`config.mk`:
```
export PLATFORM = sky130hd
export DESIGN_NAME = video_std_classifier
export DESIGN_NICKNAME = d
export VERILOG_FILES = /design/src/rtl/vsc_pkg.sv /design/src/rtl/vsc_line_meter.sv /design/src/rtl/vsc_field_counter.sv /design/src/rtl/vsc_lock_ctl.sv /design/src/rtl/video_std_classifier.sv
export SDC_FILE = /design/constraint.sdc
export NUM_CORES = 1
export LEC_CHECK = 0
export CAP_MARGIN = 20
export CORE_MARGIN = 2
export CORE_UTILIZATION = 40
export DETAILED_ROUTE_END_ITERATION = 6
export PLACE_DENSITY = 0.6
export SKIP_CTS_REPAIR_TIMING = 1
export SLEW_MARGIN = 0
export SYNTH_ARGS = -nofsm -noshare
export SYNTH_HDL_FRONTEND = slang
export SYNTH_SLANG_ARGS = --single-unit
```
`constraint.sdc`:
```
create_clock -name clk -period 10.88 [get_ports clk]
set_input_delay 2.176 -clock clk [delete_from_list [all_inputs] [get_ports clk]]
set_output_delay 2.176 -clock clk [all_outputs]
set_load 0.02 [all_outputs]
```
`src/rtl/vsc_pkg.sv`:
```
package vsc_pkg;

  typedef enum logic [2:0] {
    STD_NONE,
    STD_525I,
    STD_625I,
    STD_525P,
    STD_625P,
    STD_720P,
    STD_1080I60,
    STD_1080I50
  } stdCode_t;

  // Ordered as the output pins: rate, sd, hd, family.
  typedef struct packed {
    logic rate60;
    logic sdFlag;
    logic hdFlag;
    logic lineFam;
  } flags_t;

  // One-cycle events from the field counter to the lock controller.
  typedef struct packed {
    logic evalStb;
    logic lossStb;
    logic interlaced;
  } strobe_t;

  function automatic flags_t encodeStd(stdCode_t code);
    flags_t f;
    case (code)
      STD_525I:    f = flags_t'(4'b1100);
      STD_625I:    f = flags_t'(4'b0101);
      STD_525P:    f = flags_t'(4'b1000);
      STD_625P:    f = flags_t'(4'b0001);
      STD_720P:    f = flags_t'(4'b1010);
      STD_1080I60: f = flags_t'(4'b1011);
      STD_1080I50: f = flags_t'(4'b0011);
      default:     f = flags_t'(4'b0000);
    endcase
    return f;
  endfunction

endpackage

```
`src/rtl/vsc_line_meter.sv`:
```
module vsc_line_meter #(
  parameter int LOS_CLKS  = 8192,
  parameter int REJ_LIMIT = 4,
  parameter int CNT_W     = 14
) (
  input  logic             clk,
  input  logic             rstN,
  input  logic             syncN,
  output logic             fallEdge,
  output logic             lineEdge,
  output logic             lossStb,
  output logic [CNT_W-1:0] linePeriod
);

  localparam int REJ_W = $clog2(REJ_LIMIT + 1);
  localparam int EXT_W = CNT_W + 3;

  logic             syncPrev;
  logic             haveEdge;
  logic             perValid;
  logic [CNT_W-1:0] sinceAcc;
  logic [CNT_W-1:0] period;
  logic [REJ_W-1:0] rejCnt;
  logic [EXT_W-1:0] scaledGap;
  logic [EXT_W-1:0] lowBound;
  logic [EXT_W-1:0] highBound;
  logic             inWindow;
  logic             overLong;
  logic             relearn;
  logic             accept;

  assign fallEdge  = syncPrev & ~syncN;
  assign scaledGap = {1'b0, sinceAcc, 2'b00};
  assign lowBound  = {2'b00, period, 1'b0} + {3'b000, period};
  assign highBound = {1'b0, period, 2'b00} + {3'b000, period};
  assign inWindow  = (scaledGap >= lowBound) && (scaledGap <= highBound);
  assign overLong  = scaledGap > highBound;
  assign relearn   = rejCnt == REJ_W'(REJ_LIMIT - 1);
  assign accept    = fallEdge && (!haveEdge || !perValid || inWindow || overLong || relearn);
  assign lineEdge  = accept;
  assign lossStb   = haveEdge && !fallEdge && (sinceAcc >= CNT_W'(LOS_CLKS));
  assign linePeriod = period;

  always_ff @(posedge clk) begin
    if (!rstN) begin
      syncPrev <= 1'b1;
      haveEdge <= 1'b0;
      perValid <= 1'b0;
      sinceAcc <= '0;
      period   <= '0;
      rejCnt   <= '0;
    end else begin
      syncPrev <= syncN;
      if (accept) begin
        haveEdge <= 1'b1;
        sinceAcc <= CNT_W'(1);
        rejCnt   <= '0;
        if (haveEdge) begin
          period   <= sinceAcc;
          perValid <= 1'b1;
        end
      end else if (lossStb) begin
        haveEdge <= 1'b0;
        perValid <= 1'b0;
        rejCnt   <= '0;
      end else begin
        if (haveEdge && (sinceAcc < CNT_W'(LOS_CLKS))) sinceAcc <= sinceAcc + CNT_W'(1);
        if (fallEdge) rejCnt <= rejCnt + REJ_W'(1);
      end
    end
  end

endmodule

```
`src/rtl/vsc_field_counter.sv`:
```
module vsc_field_counter #(
  parameter int VERT_CLKS = 250,
  parameter int LINE_W    = 12
) (
  input  logic                 clk,
  input  logic                 rstN,
  input  logic                 syncN,
  input  logic                 fallEdge,
  input  logic                 lineEdge,
  input  logic                 lossIn,
  output vsc_pkg::strobe_t     strb,
  output logic [LINE_W-1:0]    frameLines
);

  localparam int LOW_W = $clog2(VERT_CLKS + 1);

  logic [LOW_W-1:0]  lowCnt;
  logic              vertHit;
  logic              pulseOnLine;
  logic              prevOnLine;
  logic [LINE_W-1:0] lineCnt;
  logic [LINE_W-1:0] prevField;
  logic [1:0]        vertSeen;
  logic              interl;
  logic [LINE_W-1:0] lineSum;
  logic              evalOk;

  assign vertHit = !syncN && (lowCnt == LOW_W'(VERT_CLKS - 1));
  assign interl  = !prevOnLine;
  assign lineSum = interl ? (prevField + lineCnt) : lineCnt;
  assign evalOk  = vertHit && pulseOnLine && (vertSeen != 2'd0) && (!interl || vertSeen == 2'd2);

  always_ff @(posedge clk) begin
    if (!rstN) begin
      lowCnt      <= '0;
      pulseOnLine <= 1'b0;
      prevOnLine  <= 1'b1;
      lineCnt     <= '0;
      prevField   <= '0;
      vertSeen    <= 2'd0;
      strb        <= '0;
      frameLines  <= '0;
    end else begin
      strb.evalStb <= 1'b0;
      strb.lossStb <= lossIn;

      if (syncN) lowCnt <= '0;
      else if (lowCnt < LOW_W'(VERT_CLKS)) lowCnt <= lowCnt + LOW_W'(1);

      if (fallEdge) pulseOnLine <= lineEdge;

      if (lossIn) begin
        vertSeen   <= 2'd0;
        lineCnt    <= '0;
        prevOnLine <= 1'b1;
      end else if (vertHit) begin
        strb.evalStb    <= evalOk;
        strb.interlaced <= interl;
        frameLines      <= lineSum;
        prevField       <= lineCnt;
        prevOnLine      <= pulseOnLine;
        lineCnt         <= '0;
        if (vertSeen != 2'd2) vertSeen <= vertSeen + 2'd1;
      end else if (lineEdge && (lineCnt != '1)) begin
        lineCnt <= lineCnt + LINE_W'(1);
      end
    end
  end

endmodule

```
`src/rtl/vsc_lock_ctl.sv`:
```
module vsc_lock_ctl #(
  parameter int LINES_SD60    = 525,
  parameter int LINES_SD50    = 625,
  parameter int LINES_HD_P    = 750,
  parameter int LINES_HD_I    = 1125,
  parameter int HD_RATE_SPLIT = 880,
  parameter int LOCK_FRAMES   = 3,
  parameter int LINE_W        = 12,
  parameter int CNT_W         = 14
) (
  input  logic               clk,
  input  logic               rstN,
  input  vsc_pkg::strobe_t   strb,
  input  logic [LINE_W-1:0]  frameLines,
  input  logic [CNT_W-1:0]   linePeriod,
  output vsc_pkg::flags_t    flags,
  output logic               valid
);
  import vsc_pkg::*;

  localparam int MC_W = $clog2(LOCK_FRAMES + 1);

  stdCode_t       cls;
  stdCode_t       cand;
  logic [MC_W-1:0] matchCnt;
  logic [MC_W-1:0] nextCnt;
  logic            lockNow;

  always_comb begin
    cls = STD_NONE;
    if (frameLines == LINE_W'(LINES_SD60)) begin
      cls = strb.interlaced ? STD_525I : STD_525P;
    end else if (frameLines == LINE_W'(LINES_SD50)) begin
      cls = strb.interlaced ? STD_625I : STD_625P;
    end else if (frameLines == LINE_W'(LINES_HD_P) && !strb.interlaced) begin
      cls = STD_720P;
    end else if (frameLines == LINE_W'(LINES_HD_I) && strb.interlaced) begin
      cls = (linePeriod < CNT_W'(HD_RATE_SPLIT)) ? STD_1080I60 : STD_1080I50;
    end
  end

  always_comb begin
    if (cls != cand) nextCnt = MC_W'(1);
    else if (matchCnt == MC_W'(LOCK_FRAMES)) nextCnt = matchCnt;
    else nextCnt = matchCnt + MC_W'(1);
  end

  assign lockNow = (cls != STD_NONE) && (nextCnt == MC_W'(LOCK_FRAMES));

  always_ff @(posedge clk) begin
    if (!rstN) begin
      cand     <= STD_NONE;
      matchCnt <= '0;
      valid    <= 1'b0;
      flags    <= '0;
    end else if (strb.lossStb) begin
      cand     <= STD_NONE;
      matchCnt <= '0;
      valid    <= 1'b0;
    end else if (strb.evalStb) begin
      cand     <= cls;
      matchCnt <= nextCnt;
      valid    <= lockNow;
      if (lockNow) flags <= encodeStd(cls);
    end
  end

endmodule

```
`src/rtl/video_std_classifier.sv`:
```
module video_std_classifier #(
  parameter int LINES_SD60    = 525,
  parameter int LINES_SD50    = 625,
  parameter int LINES_HD_P    = 750,
  parameter int LINES_HD_I    = 1125,
  parameter int HD_RATE_SPLIT = 880,
  parameter int VERT_CLKS     = 250,
  parameter int LOS_CLKS      = 8192,
  parameter int REJ_LIMIT     = 4,
  parameter int LOCK_FRAMES   = 3
) (
  input  logic clk,
  input  logic rstN,
  input  logic syncN,
  output logic rate60,
  output logic sdFlag,
  output logic hdFlag,
  output logic lineFam,
  output logic valid
);

  localparam int CNT_W  = $clog2(LOS_CLKS + 1);
  localparam int LINE_W = $clog2(2 * LINES_HD_I + 2);

  logic               fallEdge;
  logic               lineEdge;
  logic               lossStb;
  logic [CNT_W-1:0]   linePeriod;
  logic [LINE_W-1:0]  frameLines;
  vsc_pkg::strobe_t   fieldStrb;
  vsc_pkg::flags_t    flagsQ;

  vsc_line_meter #(
    .LOS_CLKS(LOS_CLKS), .REJ_LIMIT(REJ_LIMIT), .CNT_W(CNT_W)
  ) meter_i (
    .clk(clk), .rstN(rstN), .syncN(syncN),
    .fallEdge(fallEdge), .lineEdge(lineEdge), .lossStb(lossStb),
    .linePeriod(linePeriod)
  );

  vsc_field_counter #(
    .VERT_CLKS(VERT_CLKS), .LINE_W(LINE_W)
  ) field_i (
    .clk(clk), .rstN(rstN), .syncN(syncN),
    .fallEdge(fallEdge), .lineEdge(lineEdge), .lossIn(lossStb),
    .strb(fieldStrb), .frameLines(frameLines)
  );

  vsc_lock_ctl #(
    .LINES_SD60(LINES_SD60), .LINES_SD50(LINES_SD50),
    .LINES_HD_P(LINES_HD_P), .LINES_HD_I(LINES_HD_I),
    .HD_RATE_SPLIT(HD_RATE_SPLIT), .LOCK_FRAMES(LOCK_FRAMES),
    .LINE_W(LINE_W), .CNT_W(CNT_W)
  ) lock_i (
    .clk(clk), .rstN(rstN), .strb(fieldStrb),
    .frameLines(frameLines), .linePeriod(linePeriod),
    .flags(flagsQ), .valid(valid)
  );

  assign rate60  = flagsQ.rate60;
  assign sdFlag  = flagsQ.sdFlag;
  assign hdFlag  = flagsQ.hdFlag;
  assign lineFam = flagsQ.lineFam;

endmodule

```
[After elaboration in Yosys (flattened, before gate mapping)]
Index checks and enable logic that the tools add are counted.
Cells by class
  add/sub/neg operators: 9
  magnitude comparators: 7
  eq/ne operators: 21
  muxes and demuxes: 18
  bitwise operators: 6
  reductions and logical operators: 42
Operators with widths (count)
  $eq A12 B10 Y1 const B: 3
  $pmux W4 S7: 1
  $add A16 B14 Y17: 1
  $gt A16 B17 Y1: 1
  $le A16 B17 Y1: 1
  $add A15 B14 Y16: 1
  $ge A16 B16 Y1: 1
  $mux W3: 5
  $add A14 B1 Y14 const B: 1
  $ge A14 B14 Y1 const B: 1
  $lt A14 B10 Y1 const B: 1
  $lt A14 B14 Y1 const B: 1
  $logic_and A1 B1 Y1: 13
  $add A12 B1 Y12 const B: 1
  $add A12 B12 Y12: 1
  $eq A12 B11 Y1 const B: 1
  $eq A3 B3 Y1 const B: 4
  $mux W12: 1
  $ne A12 B12 Y1 const B: 1
  $reduce_and A2 Y1: 6
  $eq A3 B2 Y1 const B: 3
  $reduce_or A3 Y1: 3
  $add A8 B1 Y8 const B: 1
  $eq A8 B8 Y1 const B: 1
  18 further kinds: 49
Word-level totals
  register bits after elaboration: 95
  bits of input ports: 3
  word-level logic and storage cells: 127

[Logic depth before layout (Yosys ltp)]
  depth in word-level cells: 11
  depth in mapped cells: 21

[By module]
From an unflattened synthesis, not the netlist that was laid out.
Second synthesis, totals
  cell total of the unflattened synthesis: 836
  area total of the unflattened synthesis: 6990.5 µm²
Modules (own cells, without submodules)
  vsc_line_meter: times used 1, cells an instance 405, area each 3380.7 µm², seq. area each 680.7 µm²
  vsc_field_counter: times used 1, cells an instance 338, area each 2832.7 µm², seq. area each 1021.0 µm²
  vsc_lock_ctl: times used 1, cells an instance 93, area each 777.0 µm², seq. area each 200.2 µm²

[Worst setup path before layout]
Ideal clock, no wire load.
  kind: flip-flop to flip-flop
  start point: reg meter_i.period[1], in the netlist meter_i.linePeriod[1]
  end point: reg meter_i.rejCnt[1]
  setup time: 0.064 ns
  arrival: 3.958 ns
  required time: 10.816 ns
  setup slack: 6.858 ns
  stages on the path, launching flop included: 22
  path buffers: 2
  path through: dfxtp_1 and2_1 fa_1 a21o_1 a21oi_1 o21bai_1 a21oi_1 o21bai_1 a41oi_1 nor2b_1 xor2_1 ha_1 nand4_1 nor2_1 a211oi_1 o31ai_1 a31oi_1 o22ai_2 or2_2 clkbuf_1 buf_2 nor2_1
Between the ends
  longest elaborated chain between the ends: 8
RTL lines
  start: declaration: line vsc_line_meter.sv:22  | logic [CNT_W-1:0] period;
  start signal: assignment: line vsc_line_meter.sv:59  | period <= sinceAcc;
  $add A16 B14 Y17 or $add A15 B14 Y16 (tied branches): line vsc_line_meter.sv:35, vsc_line_meter.sv:34
  $le A16 B17 Y1 or $ge A16 B16 Y1 (tied branches): line vsc_line_meter.sv:36  | assign inWindow = (scaledGap >= lowBound) && (scaledGap <= highBound);
  $logic_and A1 B1 Y1: line vsc_line_meter.sv:36
  $logic_or A1 B1 Y1: line vsc_line_meter.sv:39  | assign accept = fallEdge && (!haveEdge || !perValid || inWindow || overLong || relearn);
  $logic_or A1 B1 Y1 (*) (2 in a row): line vsc_line_meter.sv:39
  $logic_and A1 B1 Y1 (*): line vsc_line_meter.sv:39
  $reduce_or A3 Y1 (no source line) (*)
  end signal: assignment: line vsc_line_meter.sv:68  | if (fallEdge) rejCnt <= rejCnt + REJ_W'(1);
  end: declaration: line vsc_line_meter.sv:23  | logic [REJ_W-1:0] rejCnt;
Every way passes the cells marked *; elsewhere a longest branch is shown, timed or not.
A chain may end at the register's enable or synchronous reset.

[Worst setup path after layout]
  start point: reg meter_i.period[2], in the netlist meter_i.linePeriod[2]
  end point: reg meter_i.period[5], in the netlist meter_i.linePeriod[5]
Between the ends
  longest elaborated chain between the ends: 8
RTL lines (line)
  $add A16 B14 Y17 or $add A15 B14 Y16 (tied branches): vsc_line_meter.sv:35, vsc_line_meter.sv:34
  $le A16 B17 Y1 or $ge A16 B16 Y1 (tied branches): vsc_line_meter.sv:36
  $logic_and A1 B1 Y1: vsc_line_meter.sv:36
  $logic_or A1 B1 Y1: vsc_line_meter.sv:39
  $logic_or A1 B1 Y1 (*) (2 in a row): vsc_line_meter.sv:39
  $logic_and A1 B1 Y1 (*): vsc_line_meter.sv:39
  $reduce_and A2 Y1 (no source line) (*)
Marks and branches as above.

==> summary.md <==
| Metric | Value |
|---|---|
| Worst slew pin tran | 0.960 ns |
| Met3 WL | 299 microns |
| # H-tree levels | 3 |
| Initial Util | 41.1% |
| Share of cells above drive strength 1 | 5.48% |
| CTS clk-pin slew, worst paths | 0.08 ns |
| CP endpoint kind | flop |
| Post-Route Setup TNS | 0 ns |
| Status | complete, no violations |
| Synth area leader | dfxtp_1 |
| Final slew viol count | 0 |
| Max-slew headroom | 35.9% |
| Antenna Nets Post-Route | 0 |
| Critical path data required time | 11.16 ns |
| Max Used Layer | met4 |
| Mapped Nets | 882 |
| Hold Fails Final Rpt | 0 |
| All-Layer GR Usage | 16.5% |
| Horiz. Die Dim | 132 microns |
| Final setup violation count | 0 |
| Vias in the first global route | 4944 |
| Pleak | 2.88 nW |
| First-pass GRT wire length | 24100 microns |
| Nature of the critical path startpoint | flop |
| Synth cell types | 65 |
| RSZ-0062 raised after global routing | false |
| Post-Route WL | 14000 microns |
| Clk Latency, worst-skew pair | 0.35 ns |
| Highest clock rate | 223 MHz |
| Post-synth top area share | 29.0% |
| Reg-to-Reg Start | meter_i.linePeriod[2]$_SDFFE_PN0P_ |
| Area added between synthesis and finish | 9.03% |
| Vias per Instance | 5.22 |
| Mapped Cells | 798 |
| CORE AREA | 0.0159 sq mm |
| PwrDens | 105 mW/mm^2 |
| Largest net degree at the start of global routing | 39 |
| NumNets Final | 882 |
| DIE HEIGHT | 132 microns |
| Ys Warns | 0 |
| Dominant synthesized flop cell | dfxtp_1 |
| Clock buffer depth | 2 |
| Hold Crit Class | flop to flop |
| Final clock skew | 0.00773 ns |
| Synth area leaders | dfxtp_1 (29%), ha_1 (15%), nand2_1 (5.8%), a21oi_1 (5.3%), mux2i_1 (4.6%) |
| Die area | 0.0174 sq mm |
| Worst Setup SP | meter_i.linePeriod[2]$_SDFFE_PN0P_ |
| Global route total overflow | 0 |
| Wirelength per Cell | 13.7 microns |
| Synthesized area | 0.00655 sq mm |
| Worst setup path category | flop to flop |
| CTS Sinks | 95 |
| Seq/Total Area, Yosys | 29.0% |
| Via count | 5316 |
| RePlAce Congestion | 0.828 |
| Worst r2r path cells | 17 |
| Final Util | 44.8% |
| # DRC | 0 |
| Post-synthesis register bit count | 95 |
| CTS tree | yes |
| Cts bufs inserted | 9 |
| Syn_area_per_cell | 8.21 sq um |
| Worst-path fanout max | 15 |
| Post-detail-place hpwl | 10400 microns |
| Antenna violations before repair | 0 |
| EDFF count, synth | 0 |
| Io pins | 8 |
| CTS root buffer | clkbuf_16 |
| Crit path arrival time | 4.76 ns |
| Async set-reset flop share out of synthesis | 0% |
| Cell row count | 46 |
| Fin crit period | 4.48 ns |
| Worst IR drop on VDD | 0.0711 mV |
| Ratio of final minimum period to clock period | 41.2% |
| Met1 WL | 7690 microns |
| Setup crit end | meter_i.linePeriod[5]$_SDFFE_PN0P_ |
| WL met2 | 5860 microns |
| Number of diodes | 0 |
| Number of iterations in the first detailed-routing pass | 4 |
| Reg-to-reg critical path endpoint | meter_i.linePeriod[5]$_SDFFE_PN0P_ |
| Port buffer count | 7 |
| Iteration-0 DRC Markers | 276 |
| Flop2flop setup slack | 6.40 ns |
| # Max-Cap Violations | 0 |
[layout make-up]
type	count	area, sq um
fill	1611	8800
multi-input combinational	642	4410
sequential	95	1900
tap	216	270
clock buffer	9	225
inverter	38	143
timing repair buffer	12	108
clock inverter	7	85.1
[worst max-delay path, stage by stage (launching register included)]
cell and delay (ns):
dfxtp_1 0.48, ha_1 0.33, a21oi_1 0.20, a21boi_0 0.13, o31a_1 0.29, o41ai_1 0.48
o2111ai_1 0.27, nor2_1 0.15, o21ai_0 0.12, xnor2_1 0.15, ha_1 0.29, nor2b_1 0.13
o21ai_0 0.16, nand4_1 0.12, a31oi_1 0.26, o22ai_2 0.18, nand2_2 0.44, mux2i_1 0.24
[Yosys cell counts (2+ instances only)]
cell type  number
o31ai_1         5
o211ai_1        4
nand2b_1       13
dfxtp_1        95
mux2i_1        30
nand3b_1        2
ha_1           78
o21ai_0        32
or3_1           4
nand4_1        11
buf_2           4
o41ai_1         2
a311oi_1        2
nor3_1         12
a21o_1         10
a211oi_1       11
fa_1            3
clkbuf_1       17
o31a_1          2
a31o_2          3
a31oi_1        11
o311ai_0        2
and2_1          3
o22ai_1         3
a21boi_0        2
or4_1           2
or4bb_1         2
a21oi_1        69
nor2b_1        12
xor2_1         19
and3_1         14
xnor2_1        28
a41oi_1         2
o21bai_1        5
nand3_1        22
or2_2           4
o21a_1         10
o221a_2         2
nand2_1       102
o2111ai_1       2
nor2_1         78
nor4_4          3
inv_1          38
nor4_1          2
[cells by family (layout without fill, tap and decap cells)]
kind of cell | count (synthesis) | after routing | share of synthesized area, %
AND/OR/NAND/NOR | 296 | 296 | 22.5
AO/OA/AOI/OAI | 188 | 188 | 18.1
flip-flops | 95 | 95 | 29.0
adder cells (fa/ha/maj) | 81 | 81 | 15.8
buffers and inverters | 61 | 66 | 3.69
XOR/XNOR | 47 | 47 | 6.28
multiplexers | 30 | 30 | 4.58
[power breakdown]
| group | internal, W | total, W | leakage [nW] | switching (W) |
|---|---|---|---|---|
| sequential | 0.000352 | 0.000360 | 0.767 | 0.00000821 |
| combinational | 0.0000195 | 0.0000500 | 1.96 | 0.0000304 |
| clock | 0.000183 | 0.000337 | 0.146 | 0.000154 |
| total | 0.000555 | 0.000748 | 2.88 | 0.000193 |
[registers in the layout, indices dropped and copies added, names as in the netlist, 2 cells and up]
register and flops:
field_i.frameLines 12, meter_i.rejCnt 3, lock_i.matchCnt 2, field_i.vertSeen 2
field_i.lowCnt 8, meter_i.linePeriod 14, field_i.lineCnt 12, lock_i.flags 4
field_i.strb 3, field_i.prevField 12, meter_i.sinceAcc 14, lock_i.cand 3
[layer usage]
layer | global-route usage (%) | up-vias
li1 | - | 2846
met1 | 24.2 | 2424
met2 | 25.1 | 38
met3 | 1.96 | 8
met4 | 5.50 | 0
met5 | 0 | -
[per-stage QoR]
step                      hold slack, ns  std cells  worst slack, ns  total power, W  instance area, sq um
final                              0.461       1019             6.40        0.000748                  7140
after global routing               0.481       1019             5.90        0.000776                  7140
after CTS                          0.461       1019             6.37        0.000757                  7140
after detailed placement           0.450       1003             6.23        0.000420                  6830
after global placement             0.448       1003             6.21        0.000419                  6830
after floorplan                    0.437        798             6.86        0.000405                  6550
[placed cells by master (no fill, tap or decap), types with 12 or more instances in the layout]
master / n
a21oi_1: 69
and3_1: 14
dfxtp_1: 95
ha_1: 78
inv_1: 38
mux2i_1: 30
nand2_1: 102
nand2b_1: 13
nand3_1: 22
nor2_1: 78
nor3_1: 12
o21ai_0: 32
xnor2_1: 28
xor2_1: 19
[how the worst min path moves through the flow]
stage,from,endpoint,slack [ns],cells past startpoint
global placement,lock_i.valid$_SDFFE_PP0P_,lock_i.valid$_SDFFE_PP0P_,0.45,2
global route,field_i.prevField[2]$_SDFFE_PN0P_,field_i.prevField[2]$_SDFFE_PN0P_,0.48,2
CTS,lock_i.valid$_SDFFE_PP0P_,lock_i.valid$_SDFFE_PP0P_,0.46,2
detailed placement,lock_i.valid$_SDFFE_PP0P_,lock_i.valid$_SDFFE_PP0P_,0.45,2
finish,lock_i.valid$_SDFFE_PP0P_,lock_i.valid$_SDFFE_PP0P_,0.46,2
floorplan,meter_i.perValid$_SDFFE_PN0P_,meter_i.perValid$_SDFFE_PN0P_,0.44,2
No activity file was read; power rests on OpenSTA's default activity.
